## src/rtl/axc_pkg.sv

```systemverilog
package axc_pkg;
  typedef enum logic [2:0] {
    SQ_IDLE,
    SQ_FETCH,
    SQ_LOAD,
    SQ_SHIFT,
    SQ_STORE
  } seq_state_t;
endpackage

```

## src/rtl/axc_buffer.sv

```systemverilog
module axc_buffer #(
  parameter int ADDR_W = 4,
  parameter int DATA_W = 8
) (
  input  logic              clk,
  input  logic              we,
  input  logic [ADDR_W-1:0] waddr,
  input  logic [DATA_W-1:0] wdata,
  input  logic [ADDR_W-1:0] raddr,
  output logic [DATA_W-1:0] rdata
);
  localparam int DEPTH = 1 << ADDR_W;

  logic [DATA_W-1:0] mem [DEPTH];

  // registered read, single write port: maps onto block RAM
  always_ff @(posedge clk) begin
    if (we) mem[waddr] <= wdata;
    rdata <= mem[raddr];
  end
endmodule

```

## src/rtl/axc_shifter.sv

```systemverilog
module axc_shifter #(
  parameter int DATA_W   = 8,
  parameter int SCK_HALF = 2
) (
  input  logic              clk,
  input  logic              rst,
  input  logic              start,
  input  logic [DATA_W-1:0] tx_byte,
  input  logic              sdi,
  output logic              sck,
  output logic              sdo,
  output logic              done,
  output logic [DATA_W-1:0] rx_byte
);
  localparam int CW = (SCK_HALF > 1) ? $clog2(SCK_HALF) : 1;
  localparam int BW = $clog2(DATA_W);
  localparam logic [CW-1:0] CNT_LAST = CW'(SCK_HALF - 1);
  localparam logic [BW-1:0] BIT_LAST = BW'(DATA_W - 1);

  logic              active;
  logic [CW-1:0]     cnt;
  logic [BW-1:0]     bitn;
  logic [DATA_W-1:0] shreg;
  logic              rxbit;

  assign sdo = shreg[DATA_W-1];

  always_ff @(posedge clk) begin
    if (rst) begin
      active  <= 1'b0;
      sck     <= 1'b1;
      cnt     <= '0;
      bitn    <= '0;
      shreg   <= '0;
      rxbit   <= 1'b0;
      done    <= 1'b0;
      rx_byte <= '0;
    end else begin
      done <= 1'b0;
      if (start && !active) begin
        // first falling edge: MSB appears together with it
        active <= 1'b1;
        shreg  <= tx_byte;
        sck    <= 1'b0;
        cnt    <= '0;
        bitn   <= '0;
      end else if (active) begin
        if (cnt == CNT_LAST) begin
          cnt <= '0;
          if (!sck) begin
            sck   <= 1'b1;
            rxbit <= sdi;
          end else if (bitn == BIT_LAST) begin
            active  <= 1'b0;
            done    <= 1'b1;
            rx_byte <= {shreg[DATA_W-2:0], rxbit};
          end else begin
            sck   <= 1'b0;
            shreg <= {shreg[DATA_W-2:0], rxbit};
            bitn  <= bitn + 1'b1;
          end
        end else begin
          cnt <= cnt + 1'b1;
        end
      end
    end
  end

  // output bit holds across every rising serial-clock edge
  assert_sdo_hold_R5: assert property (@(posedge clk) disable iff (rst)
    $rose(sck) |-> $stable(sdo));

  // serial clock idles high whenever the engine is not shifting
  assert_sck_idle_R5: assert property (@(posedge clk) disable iff (rst)
    (!active && !$past(start)) |-> sck);
endmodule

```

## src/rtl/axc_seq.sv

```systemverilog
module axc_seq
  import axc_pkg::*;
#(
  parameter int ADDR_W = 4
) (
  input  logic              clk,
  input  logic              rst,
  input  logic              trig,
  input  logic              ptr_we,
  input  logic [ADDR_W-1:0] ptr_wdata,
  input  logic              rx_en,
  input  logic              sh_done,
  output logic [ADDR_W-1:0] ptr,
  output logic              busy,
  output logic              irq,
  output logic              ram_we,
  output logic              sh_start
);
  seq_state_t st;
  logic       rx_q;

  always_ff @(posedge clk) begin
    if (rst) begin
      st   <= SQ_IDLE;
      ptr  <= '0;
      busy <= 1'b0;
      irq  <= 1'b0;
      rx_q <= 1'b0;
    end else begin
      irq <= 1'b0;
      case (st)
        SQ_IDLE: begin
          if (ptr_we) ptr <= ptr_wdata;
          if (trig) begin
            busy <= 1'b1;
            rx_q <= rx_en;
            st   <= SQ_FETCH;
          end
        end
        SQ_FETCH: st <= SQ_LOAD;
        SQ_LOAD:  st <= SQ_SHIFT;
        SQ_SHIFT: if (sh_done) st <= SQ_STORE;
        SQ_STORE: begin
          // the store uses the old pointer; the decrement lands after it
          if (ptr == '0) begin
            st   <= SQ_IDLE;
            busy <= 1'b0;
            irq  <= 1'b1;
          end else begin
            ptr <= ptr - 1'b1;
            st  <= SQ_FETCH;
          end
        end
        default: st <= SQ_IDLE;
      endcase
    end
  end

  always_comb begin
    ram_we   = (st == SQ_STORE) && rx_q;
    sh_start = (st == SQ_LOAD);
  end

  // while busy the pointer only ever steps down by one
  assert_ptr_step_R8: assert property (@(posedge clk) disable iff (rst)
    (busy && $past(busy) && ptr != $past(ptr)) |-> ptr == ADDR_W'($past(ptr) - 1'b1));

  // completion is a single-cycle pulse
  assert_irq_pulse_R6: assert property (@(posedge clk) disable iff (rst)
    irq |=> !irq);

  // interrupt coincides with the end of busy
  assert_irq_idle_R6: assert property (@(posedge clk) disable iff (rst)
    irq |-> (!busy && $past(busy)));
endmodule

```

## src/rtl/auto_xfer_ctrl.sv

```systemverilog
module auto_xfer_ctrl #(
  parameter int ADDR_W   = 4,
  parameter int DATA_W   = 8,
  parameter int SCK_HALF = 2
) (
  input  logic              clk,
  input  logic              rst,
  input  logic              sw_buf_we,
  input  logic [ADDR_W-1:0] sw_buf_addr,
  input  logic [DATA_W-1:0] sw_buf_wdata,
  output logic [DATA_W-1:0] sw_buf_rdata,
  input  logic              sw_ptr_we,
  input  logic [ADDR_W-1:0] sw_ptr_wdata,
  input  logic              rx_en,
  input  logic              trig_we,
  output logic [ADDR_W-1:0] ptr,
  output logic              busy,
  output logic              irq,
  output logic              sck,
  output logic              sdo,
  input  logic              sdi
);
  logic              ctl_we;
  logic              sh_start;
  logic              sh_done;
  logic [DATA_W-1:0] sh_rx;
  logic              ram_we;
  logic [ADDR_W-1:0] ram_waddr;
  logic [ADDR_W-1:0] ram_raddr;
  logic [DATA_W-1:0] ram_wdata;

  // the sequencer owns the buffer port while an exchange runs
  always_comb begin
    ram_we    = busy ? ctl_we : sw_buf_we;
    ram_waddr = busy ? ptr    : sw_buf_addr;
    ram_wdata = busy ? sh_rx  : sw_buf_wdata;
    ram_raddr = busy ? ptr    : sw_buf_addr;
  end

  axc_buffer #(.ADDR_W(ADDR_W), .DATA_W(DATA_W)) u_buf (
    .clk   (clk),
    .we    (ram_we),
    .waddr (ram_waddr),
    .wdata (ram_wdata),
    .raddr (ram_raddr),
    .rdata (sw_buf_rdata)
  );

  axc_seq #(.ADDR_W(ADDR_W)) u_seq (
    .clk       (clk),
    .rst       (rst),
    .trig      (trig_we),
    .ptr_we    (sw_ptr_we),
    .ptr_wdata (sw_ptr_wdata),
    .rx_en     (rx_en),
    .sh_done   (sh_done),
    .ptr       (ptr),
    .busy      (busy),
    .irq       (irq),
    .ram_we    (ctl_we),
    .sh_start  (sh_start)
  );

  axc_shifter #(.DATA_W(DATA_W), .SCK_HALF(SCK_HALF)) u_shift (
    .clk     (clk),
    .rst     (rst),
    .start   (sh_start),
    .tx_byte (sw_buf_rdata),
    .sdi     (sdi),
    .sck     (sck),
    .sdo     (sdo),
    .done    (sh_done),
    .rx_byte (sh_rx)
  );

  // the sequencer writes the buffer only during an exchange
  assert_store_busy_R7: assert property (@(posedge clk) disable iff (rst)
    ctl_we |-> busy);

  // an exchange begins only in response to a start strobe
  assert_start_trig_R7: assert property (@(posedge clk) disable iff (rst)
    $rose(busy) |-> $past(trig_we));

  // a byte is handed to the shift engine only while busy
  assert_shift_busy_R1: assert property (@(posedge clk) disable iff (rst)
    sh_start |-> busy);
endmodule

```

## config.mk

```make
export PLATFORM = sky130hd
export DESIGN_NAME = auto_xfer_ctrl
export DESIGN_NICKNAME = d
export VERILOG_FILES = /design/src/rtl/axc_pkg.sv /design/src/rtl/axc_buffer.sv /design/src/rtl/axc_shifter.sv /design/src/rtl/axc_seq.sv /design/src/rtl/auto_xfer_ctrl.sv
export SDC_FILE = /design/constraint.sdc
export NUM_CORES = 1
export LEC_CHECK = 0
export ABC_AREA = 1
export CAP_MARGIN = 30
export CORE_MARGIN = 4
export CORE_UTILIZATION = 47
export DETAILED_ROUTE_END_ITERATION = 10
export GPL_TIMING_DRIVEN = 0
export PLACE_DENSITY_LB_ADDON = 0.05
export SYNTH_ARGS = -nofsm -noshare
export SYNTH_HDL_FRONTEND = slang
export SYNTH_HIERARCHICAL = 1
export SYNTH_SLANG_ARGS = --single-unit
export TNS_END_PERCENT = 30
```

## constraint.sdc

```tcl
create_clock -name clk -period 3.25 [get_ports clk]
set_input_delay 0.8125 -clock clk [delete_from_list [all_inputs] [get_ports clk]]
set_output_delay 0.8125 -clock clk [all_outputs]
set_load 0.1 [all_outputs]
```

==> flow_metrics.tcl, run 1 <==
set metrics [dict create \
    status "complete, no violations" \
    syn_inst 841 \
    syn2layout_area_growth_pct 16.4 \
    cts_sinks 170 \
    synthFlopType "edfxtp_1" \
    cts.htree.levels 4 \
    tns_ns 0 \
    yosysTopAreaCell "edfxtp_1" \
    cpLargestDelayFamily "buffers and inverters" \
    grt_pass1_wl_mm 28.8 \
    root_buffer "clkbuf_16" \
    dp_cells 1095 \
    drc 0 \
    fp.dieW_um 135 \
    synthArstFlopShare_pct 0 \
    grt_usage_pct 21.0 \
    r2r_setup_slack_ns 0.90 \
    viasPerCell 4.97 \
    yosys_warnings 6 \
    routedWlPerCell_um 16.5 \
    setup_violations 0 \
    cts.repair.resized 0 \
    r2r_cells 9 \
    hold_viol 0 \
    worstPathRequired_ns 2.44 \
    drt-pass1-iter-count 5 \
    fin_ws_ns 0.362 \
    grt_max_degree 17 \
    finalClockSkew_ns 0.0100 \
    slowest_stage "clkdlybuf4s50_1" \
    seq_area_um2 4680 \
    finalMaxSlewViolations 0 \
    cellLeakagePower_nw 3.95 \
    overflow 0 \
    dp_slack_ns 0.421 \
    rsz0062_at_grt "false" \
    crit_buf_inv 1 \
    drt_wl_total_mm 18.6 \
    vias 5599 \
    synthTopCellsByArea "edfxtp_1 (51%), nand2_1 (13%), dfxtp_1 (11%), nand3_1 (8.0%), inv_1 (6.3%)" \
    max-slew-margin-rel_pct 33.8 \
    synth_edf_count 128 \
    cap_violations 0 \
    tightest_slew_ns 0.990 \
    final_cell_mix "nand2_1 (256), inv_1 (128), edfxtp_1 (128)" \
    fin_total_pwr_w 0.00603 \
    clkLatencyLatePin_ns 0.42 \
    hold_start "u_seq/rx_q" \
    place_congestion 0.923 \
    hp-class "flop to flop" \
    cts_tree "yes" \
    port_buffers 38 \
    synth.cell_area_um2 7610 \
    cpPeakStageDelay_ns 1.19 \
    synth-seq-cells 170 \
    worstSetupPathType "flop to primary output" \
    pin_count 39 \
    start_util_pct 47.9 \
    cp_cell_sequence "clkdlybuf4s50_1" \
    n_antenna_cell 0 \
    die-area_um2 18300 \
    initialDrtViolationCount 535 \
    synth_cell_types 24 \
    post-cts-setup-buffers 0 \
    fin_crit_ns 2.89 \
    reg2reg_to "u_buf/mem[15][2]" \
    crit_path_max_fanout 7 \
    finalNonFillerCells 1127 \
    hpwl_mm 13.0 \
    syn_nets 868 \
    cp-start-kind "flop" \
    min_to "u_seq/rx_q" \
    final_common_cell "nand2_1" \
    fill_cells 1434 \
    whs_path_depth 2 \
    timing.rr.start "u_seq/st[1]" \
    synthDominantCellAreaShare_pct 50.5 \
    avgSynthCellArea_um2 9.05 \
    clock.fmax_mhz 346 \
    cp.arrival_ns 2.08 \
    grt_pass1_vias 5373 \
    multiInputGateArea_um2 2200 \
    antenna_found_initial 0 \
    cts_buffer_depth 2 \
    core_area_um2 15900 \
    rows 46 \
    clkSlewWorstSetupHoldPaths_ns 0.06 \
    end_kind "primary output" \
    die_h_um 135 \
    yosysSeqAreaShare_pct 61.6 \
    power.density_nw_per_um2 682 \
    cts_hold_buf 0 \
    peakVddDrop_v 0.000397 \
    antenna_left 0 \
    finalCritPeriodShare_pct 88.9 \
    drive_above_1_share_pct 9.00 \
    numCtsBuffers 17 \
    finish.net_count 925 \
]
==> synthesized netlist by cell type (7+ instances only) <==
master	instances
nor2_1	76
nand2_2	8
o21ai_1	7
inv_2	10
nand3_1	121
nand2_1	256
dfxtp_1	42
inv_1	128
edfxtp_1	128
o21ai_0	13
buf_2	15
buf_6	8
==> how the worst max path moves through the flow <==
| stage | startpoint | slack, ns | endpoint | depth (start not counted) |
|---|---|---|---|---|
| floorplan | u_seq/busy | 0.81 | u_buf/mem[11][0] | 5 |
| global placement | sw_buf_addr[0] | 0.47 | u_buf/mem[15][2] | 5 |
| detailed placement | sw_buf_addr[0] | 0.42 | u_buf/mem[15][6] | 5 |
| CTS | u_seq/busy | 0.34 | busy | 1 |
| global route | u_seq/busy | 0.30 | busy | 1 |
| finish | u_seq/busy | 0.36 | busy | 1 |
==> layer usage <==
metal	share of wire, %	track usage, %	wire, um
met1	46	29.1	8490
met2	47	33.7	8830
met3	5.6	4.49	1030
met4	1.4	5.66	259
met5	0	0	0
==> through the flow <==
stage | util, % | cell area (um^2) | hold slack [ns]
final | 55.7 | 8850 | 0.463
after CTS | 55.7 | 8850 | 0.461
after detailed placement | 52.0 | 8260 | 0.451
after global placement | 52.0 | 8260 | 0.447
after floorplan | - | 7610 | 0.430
after global routing | 55.7 | 8850 | 0.495
==> area by class of cell <==
class                           instances  share of cell area, %
Clock inverter                         12                   1.68
Multi-Input combinational cell        504                   24.8
Inverter                              138                   5.85
Clock buffer                           20                   5.05
Tap cell                              216                   3.05
Sequential cell                       170                   52.9
Buffer                                 29                   2.33
Timing Repair Buffer                   38                   4.30
==> cell families after synthesis <==
| group | count (synthesis) | share of synthesized area, % |
|---|---|---|
| AO/OA/AOI/OAI | 27 | 1.91 |
| buffers and inverters | 167 | 9.52 |
| adder cells (fa/ha/maj) | 4 | 0.658 |
| flip-flops | 170 | 61.6 |
| AND/OR/NAND/NOR | 473 | 26.3 |
==> registers in the layout (all words and copies together), names as in the netlist <==
signal and flops:
u_buf/mem 128, u_buf/rdata 8, u_seq/busy 1, u_seq/irq 1, u_seq/ptr 4, u_seq/rx_q 1, u_seq/st 3, u_shift/active 1
u_shift/bitn 3, u_shift/cnt 1, u_shift/done 1, u_shift/rx_byte 8, u_shift/rxbit 1, u_shift/sck 1, u_shift/shreg 8
==> power by group <==
group          internal, W  leakage [nW]  switching [W]
logic             0.000382          2.15        0.00104
clock network      0.00122         0.287       0.000800
registers          0.00250          1.51      0.0000841
(Power assumes the default switching activity.)
==> run 2, diff against run 1 <==
Settings changed: PLACE_DENSITY from default to 0.63, PLACE_DENSITY_LB_ADDON 0.05 to default.
==> run 2 against run 1 <==
Die area unchanged. Sequential share of layout area up 0.10 points. Largest power group unchanged. Global-route usage up 0.12 points. Clock-buffer cell count down 2.
==> flow_metrics.tcl, run 2 (synthesis gave the netlist of run 1 again) <==
set metrics [dict create \
    path_depth 1 \
    worstPathRequired_ns 2.44 \
    crit_path_max_fanout 7 \
    largest_reg_flops 128 \
    p_seq_share_pct 43.2 \
    pwr-share-comb_pct 23.9 \
    grt_pass1_wl_mm 28.9 \
    cpPeakStageDelay_ns 1.19 \
    status "complete, no violations" \
    root_buffer "clkbuf_16" \
    fin_ws_ns 0.362 \
    pin_count 39 \
    finish.net_count 925 \
    power_frac_clock_pct 32.9 \
    n_antenna_cell 0 \
    drt_wl_total_mm 18.5 \
    tns_ns 0 \
    final_util_pct 55.6 \
    clkLatencyLatePin_ns 0.43 \
    finalMaxSlewViolations 0 \
    crit_buf_inv 1 \
    seq_area_um2 4680 \
    dp_slack_ns 0.415 \
    tightest_slew_ns 0.979 \
    die-area_um2 18300 \
    clkSlewWorstSetupHoldPaths_ns 0.06 \
    core_area_um2 15900 \
    drc 0 \
    initialDrtViolationCount 417 \
    rows 46 \
    multiInputGateArea_um2 2200 \
    port_buffers 38 \
    switching_share_pct 32.8 \
    max-slew-margin-rel_pct 34.5 \
    post-cts-setup-buffers 0 \
    rsz0062_at_grt "false" \
    fin_crit_ns 2.89 \
    finalClockSkew_ns 0.0114 \
    grt_max_degree 17 \
    cellLeakagePower_nw 3.94 \
    peakVddDrop_v 0.000465 \
    power.density_nw_per_um2 676 \
    hold_viol 0 \
    grt_usage_pct 21.1 \
    hold_slack_ns 0.480 \
    routedWlPerCell_um 16.4 \
    design_area_um2 8840 \
    antenna_left 0 \
    grt_pass1_vias 5245 \
    cts_tree "yes" \
    worstSetupPathType "flop to primary output" \
    antenna_found_initial 0 \
    overflow 0 \
    drive_above_1_share_pct 9.22 \
    die_h_um 135 \
    regMostFlops "u_buf/mem" \
    power.switching_w 0.00196 \
    cap_violations 0 \
    final_common_cell "nand2_1" \
    final_cell_mix "nand2_1 (256), inv_1 (128), edfxtp_1 (128)" \
    hpwl_mm 12.4 \
    syn2layout_area_growth_pct 16.2 \
    hp-class "flop to flop" \
    whs_path_depth 2 \
    end_kind "primary output" \
    finalCritPeriodShare_pct 88.9 \
    numCtsBuffers 17 \
    start_util_pct 47.9 \
    cpLargestDelayFamily "buffers and inverters" \
    cts.htree.levels 4 \
    drt-pass1-iter-count 7 \
    postPlaceCellArea_um2 8260 \
    cp_cell_sequence "clkdlybuf4s50_1" \
    slowest_stage "clkdlybuf4s50_1" \
    p_int_w 0.00402 \
    fp.dieW_um 135 \
    cts_sinks 170 \
    clock.fmax_mhz 346 \
    place_congestion 0.930 \
    setup_violations 0 \
    cp-start-kind "flop" \
    cts.repair.resized 0 \
    cp.arrival_ns 2.08 \
    vias 5581 \
    viasPerCell 4.95 \
    cts_hold_buf 0 \
    r2r_cells 9 \
    fill_cells 1425 \
    cts_buffer_depth 2 \
]
## run 2: cell count changes in the layout (fill, tap and decap cells not counted)
| cell | change |
|---|---|
| inv_8 | +1 |
| inv_6 | +1 |
| clkinv_1 | -1 |
| clkinv_4 | +1 |
| clkinv_2 | +1 |
| bufinv_16 | -1 |
| clkbuf_1 | -1 |
| clkbuf_8 | -1 |
## run 2: worst register-to-register path: stages (launching register included)
cell and delay, ns:
dfxtp_1 0.34, inv_1 0.10, nand2_2 0.09, nor2_4 0.16
inv_2 0.10, nor2_1 0.09, nand2_1 0.05, nand2_1 0.15
nand3_1 0.17, nor2_1 0.75
## run 2: power by group through the flow
stage	Combinational [W]	Clock (W)	Sequential, W
after global routing	0.00154	0.00209	0.00259
after detailed placement	0.00142	0	0.00263
final	0.00143	0.00196	0.00258
after global placement	0.00141	0	0.00263
after CTS	0.00143	0.00201	0.00258
after floorplan	0.000674	0	0.00295
## run 2: final timing paths
kind | from | slack [ns] | to
hold / removal | u_seq/rx_q | 0.48 | u_seq/rx_q
hold reg to reg | u_seq/rx_q | 0.48 | u_seq/rx_q
setup reg to reg | u_seq/st[0] | 0.88 | u_buf/mem[14][1]
setup / recovery | u_seq/busy | 0.36 | busy
## run 2: final cells by class
class,count,share of cell area [%]
Buffer,29,2.34
Clock buffer,18,4.86
Clock inverter,14,1.69
Inverter,138,5.86
Multi-Input combinational cell,504,24.9
Sequential cell,170,53.0
Tap cell,216,3.06
Timing Repair Buffer,38,4.30
## run 2: routing by layer
| metal | up-vias | part of all wire (%) | GRT usage, % |
|---|---|---|---|
| li1 | 2791 | - | - |
| met1 | 2604 | 45 | 29.3 |
| met2 | 155 | 47 | 33.5 |
| met3 | 31 | 5.6 | 4.53 |
| met4 | 0 | 2.0 | 6.55 |
| met5 | - | 0 | 0 |
## run 2: metrics by stage
stage	power, W	instances
final	0.00597	1127
after global routing	0.00623	1127
after CTS	0.00602	1127
after detailed placement	0.00405	1095
after global placement	0.00404	1095
after floorplan	0.00362	841
==> run 3, diff against run 2 <==
Settings changed: RECOVER_POWER from default to 50, SLEW_MARGIN from default to 20.
==> run 3 against run 2 <==
Cell count unchanged. Die area unchanged. Total power down 0.11%. Fmax about the same. First-iteration DRC count up 11%. Routed wire length up 0.53%. Combinational power about the same. Setup slack better by 0.0024 ns. Critical path type unchanged. Critical endpoint unchanged. Largest cell class unchanged. Highest routed layer unchanged.
==> flow_metrics.tcl, run 3 (synthesis gave the netlist of run 1 again) <==
set metrics [dict create \
    dp_slack_ns 0.415 \
    cts.htree.levels 4 \
    viasPerCell 4.97 \
    regMostFlops "u_buf/mem" \
    tightest_slew_ns 0.980 \
    antenna_found_initial 0 \
    syn2layout_area_growth_pct 16.0 \
    fin_ws_ns 0.364 \
    final_common_cell "nand2_1" \
    setup_violations 0 \
    cpLargestDelayFamily "buffers and inverters" \
    hold_viol 0 \
    cts_buffer_depth 2 \
    cts.repair.resized 0 \
    r2r_cells 9 \
    hp-class "flop to flop" \
    hpwl_mm 12.4 \
    cts_hold_buf 0 \
    peakVddDrop_v 0.000465 \
    cts_tree "yes" \
    finalMaxSlewViolations 0 \
    finish.net_count 925 \
    finalClockSkew_ns 0.0116 \
    fin_total_pwr_w 0.00597 \
    cp.arrival_ns 2.07 \
    core_area_um2 15900 \
    worstSetupPathType "flop to primary output" \
    numCtsBuffers 17 \
    cap_violations 0 \
    status "complete, no violations" \
    power_frac_clock_pct 32.9 \
    power.density_nw_per_um2 676 \
    n_antenna_cell 0 \
    switching_share_pct 32.8 \
    drt_wl_total_mm 18.6 \
    crit_buf_inv 1 \
    die_h_um 135 \
    crit_path_max_fanout 7 \
    grt_pass1_vias 5245 \
    vias 5599 \
    worstPathRequired_ns 2.44 \
    slowest_stage "clkdlybuf4s50_1" \
    cpPeakStageDelay_ns 1.19 \
    p_int_w 0.00401 \
    path_depth 1 \
    seq_area_um2 4680 \
    grt_pass1_wl_mm 28.9 \
    overflow 0 \
    drt-pass1-iter-count 5 \
    cellLeakagePower_nw 3.94 \
    multiInputGateArea_um2 2190 \
    cp-start-kind "flop" \
    grt_max_degree 17 \
    fill_cells 1426 \
    routedWlPerCell_um 16.5 \
    grt_usage_pct 21.1 \
    finalCritPeriodShare_pct 88.8 \
    port_buffers 38 \
    clock.fmax_mhz 347 \
    start_util_pct 47.9 \
    p_seq_share_pct 43.2 \
    root_buffer "clkbuf_16" \
    antenna_left 0 \
    pin_count 39 \
    cts_sinks 170 \
    final_cell_mix "nand2_1 (256), inv_1 (128), edfxtp_1 (128)" \
    largest_reg_flops 128 \
    tns_ns 0 \
    drc 0 \
    clkLatencyLatePin_ns 0.43 \
    whs_path_depth 2 \
    power.switching_w 0.00196 \
    fin_crit_ns 2.89 \
    max-slew-margin-rel_pct 34.5 \
    rows 46 \
    drive_above_1_share_pct 8.78 \
    cp_cell_sequence "clkdlybuf4s50_1" \
    rsz0062_at_grt "false" \
    end_kind "primary output" \
    post-cts-setup-buffers 0 \
    initialDrtViolationCount 461 \
    fp.dieW_um 135 \
    pwr-share-comb_pct 23.9 \
    place_congestion 0.930 \
    clkSlewWorstSetupHoldPaths_ns 0.06 \
    die-area_um2 18300 \
]
## run 3: changes by cell type in the layout (fill, tap and decap cells not counted), sizes merged
cell           previous run  this run
buf                      29        27
dlygate4sd3               0         9
clkdlybuf4s50            38        29
clkbuf                   18        20
## run 3: cell type report
class,count,area share (%)
clock buffers,18,4.86
multi-input cells,504,24.8
inverters,138,5.87
well taps,216,3.06
flip-flops and latches,170,53.1
repair buffers,38,4.31
plain buffers,29,2.31
clock inverters,14,1.69
## run 3: power groups by stage
| stage | clock network (W) | logic, W | registers (W) |
|---|---|---|---|
| 3_5_place_dp | 0 | 0.00142 | 0.00263 |
| 3_3_place_gp | 0 | 0.00141 | 0.00263 |
| 4_1_cts | 0.00201 | 0.00143 | 0.00258 |
| 2_1_floorplan | 0 | 0.000674 | 0.00295 |
| 6_report | 0.00197 | 0.00142 | 0.00258 |
| 5_1_grt | 0.00209 | 0.00153 | 0.00259 |
## run 3: worst paths after layout
check	startpoint	to	slack, ns
worst max-delay path	u_seq/busy	busy	0.36
worst min-delay path	u_seq/rx_q	u_seq/rx_q	0.48
worst max register to register	u_seq/st[0]	u_buf/mem[13][3]	0.88
worst min register to register	u_seq/rx_q	u_seq/rx_q	0.48
## run 3: worst min-delay path: stages, from the launching register on
cell     delay [ns]
dfxtp_1        0.30
inv_1          0.07
a21oi_1        0.06
## run 3: layer usage
layer | wire, um | track usage (%) | part of all wire, %
met5 | 0 | 0 | 0
met3 | 1130 | 4.53 | 6.1
met4 | 413 | 6.55 | 2.2
met2 | 8770 | 33.5 | 47
met1 | 8240 | 29.3 | 44
## run 3: through the flow
stage          cells  cell area (um^2)  util (%)  hold WS (ns)
3_3_place_gp    1095              8260      52.0         0.451
5_1_grt         1127              8830      55.6         0.502
3_5_place_dp    1095              8260      52.0         0.465
2_1_floorplan    841              7610         -         0.430
6_report        1127              8830      55.6         0.479
4_1_cts         1127              8840      55.6         0.474
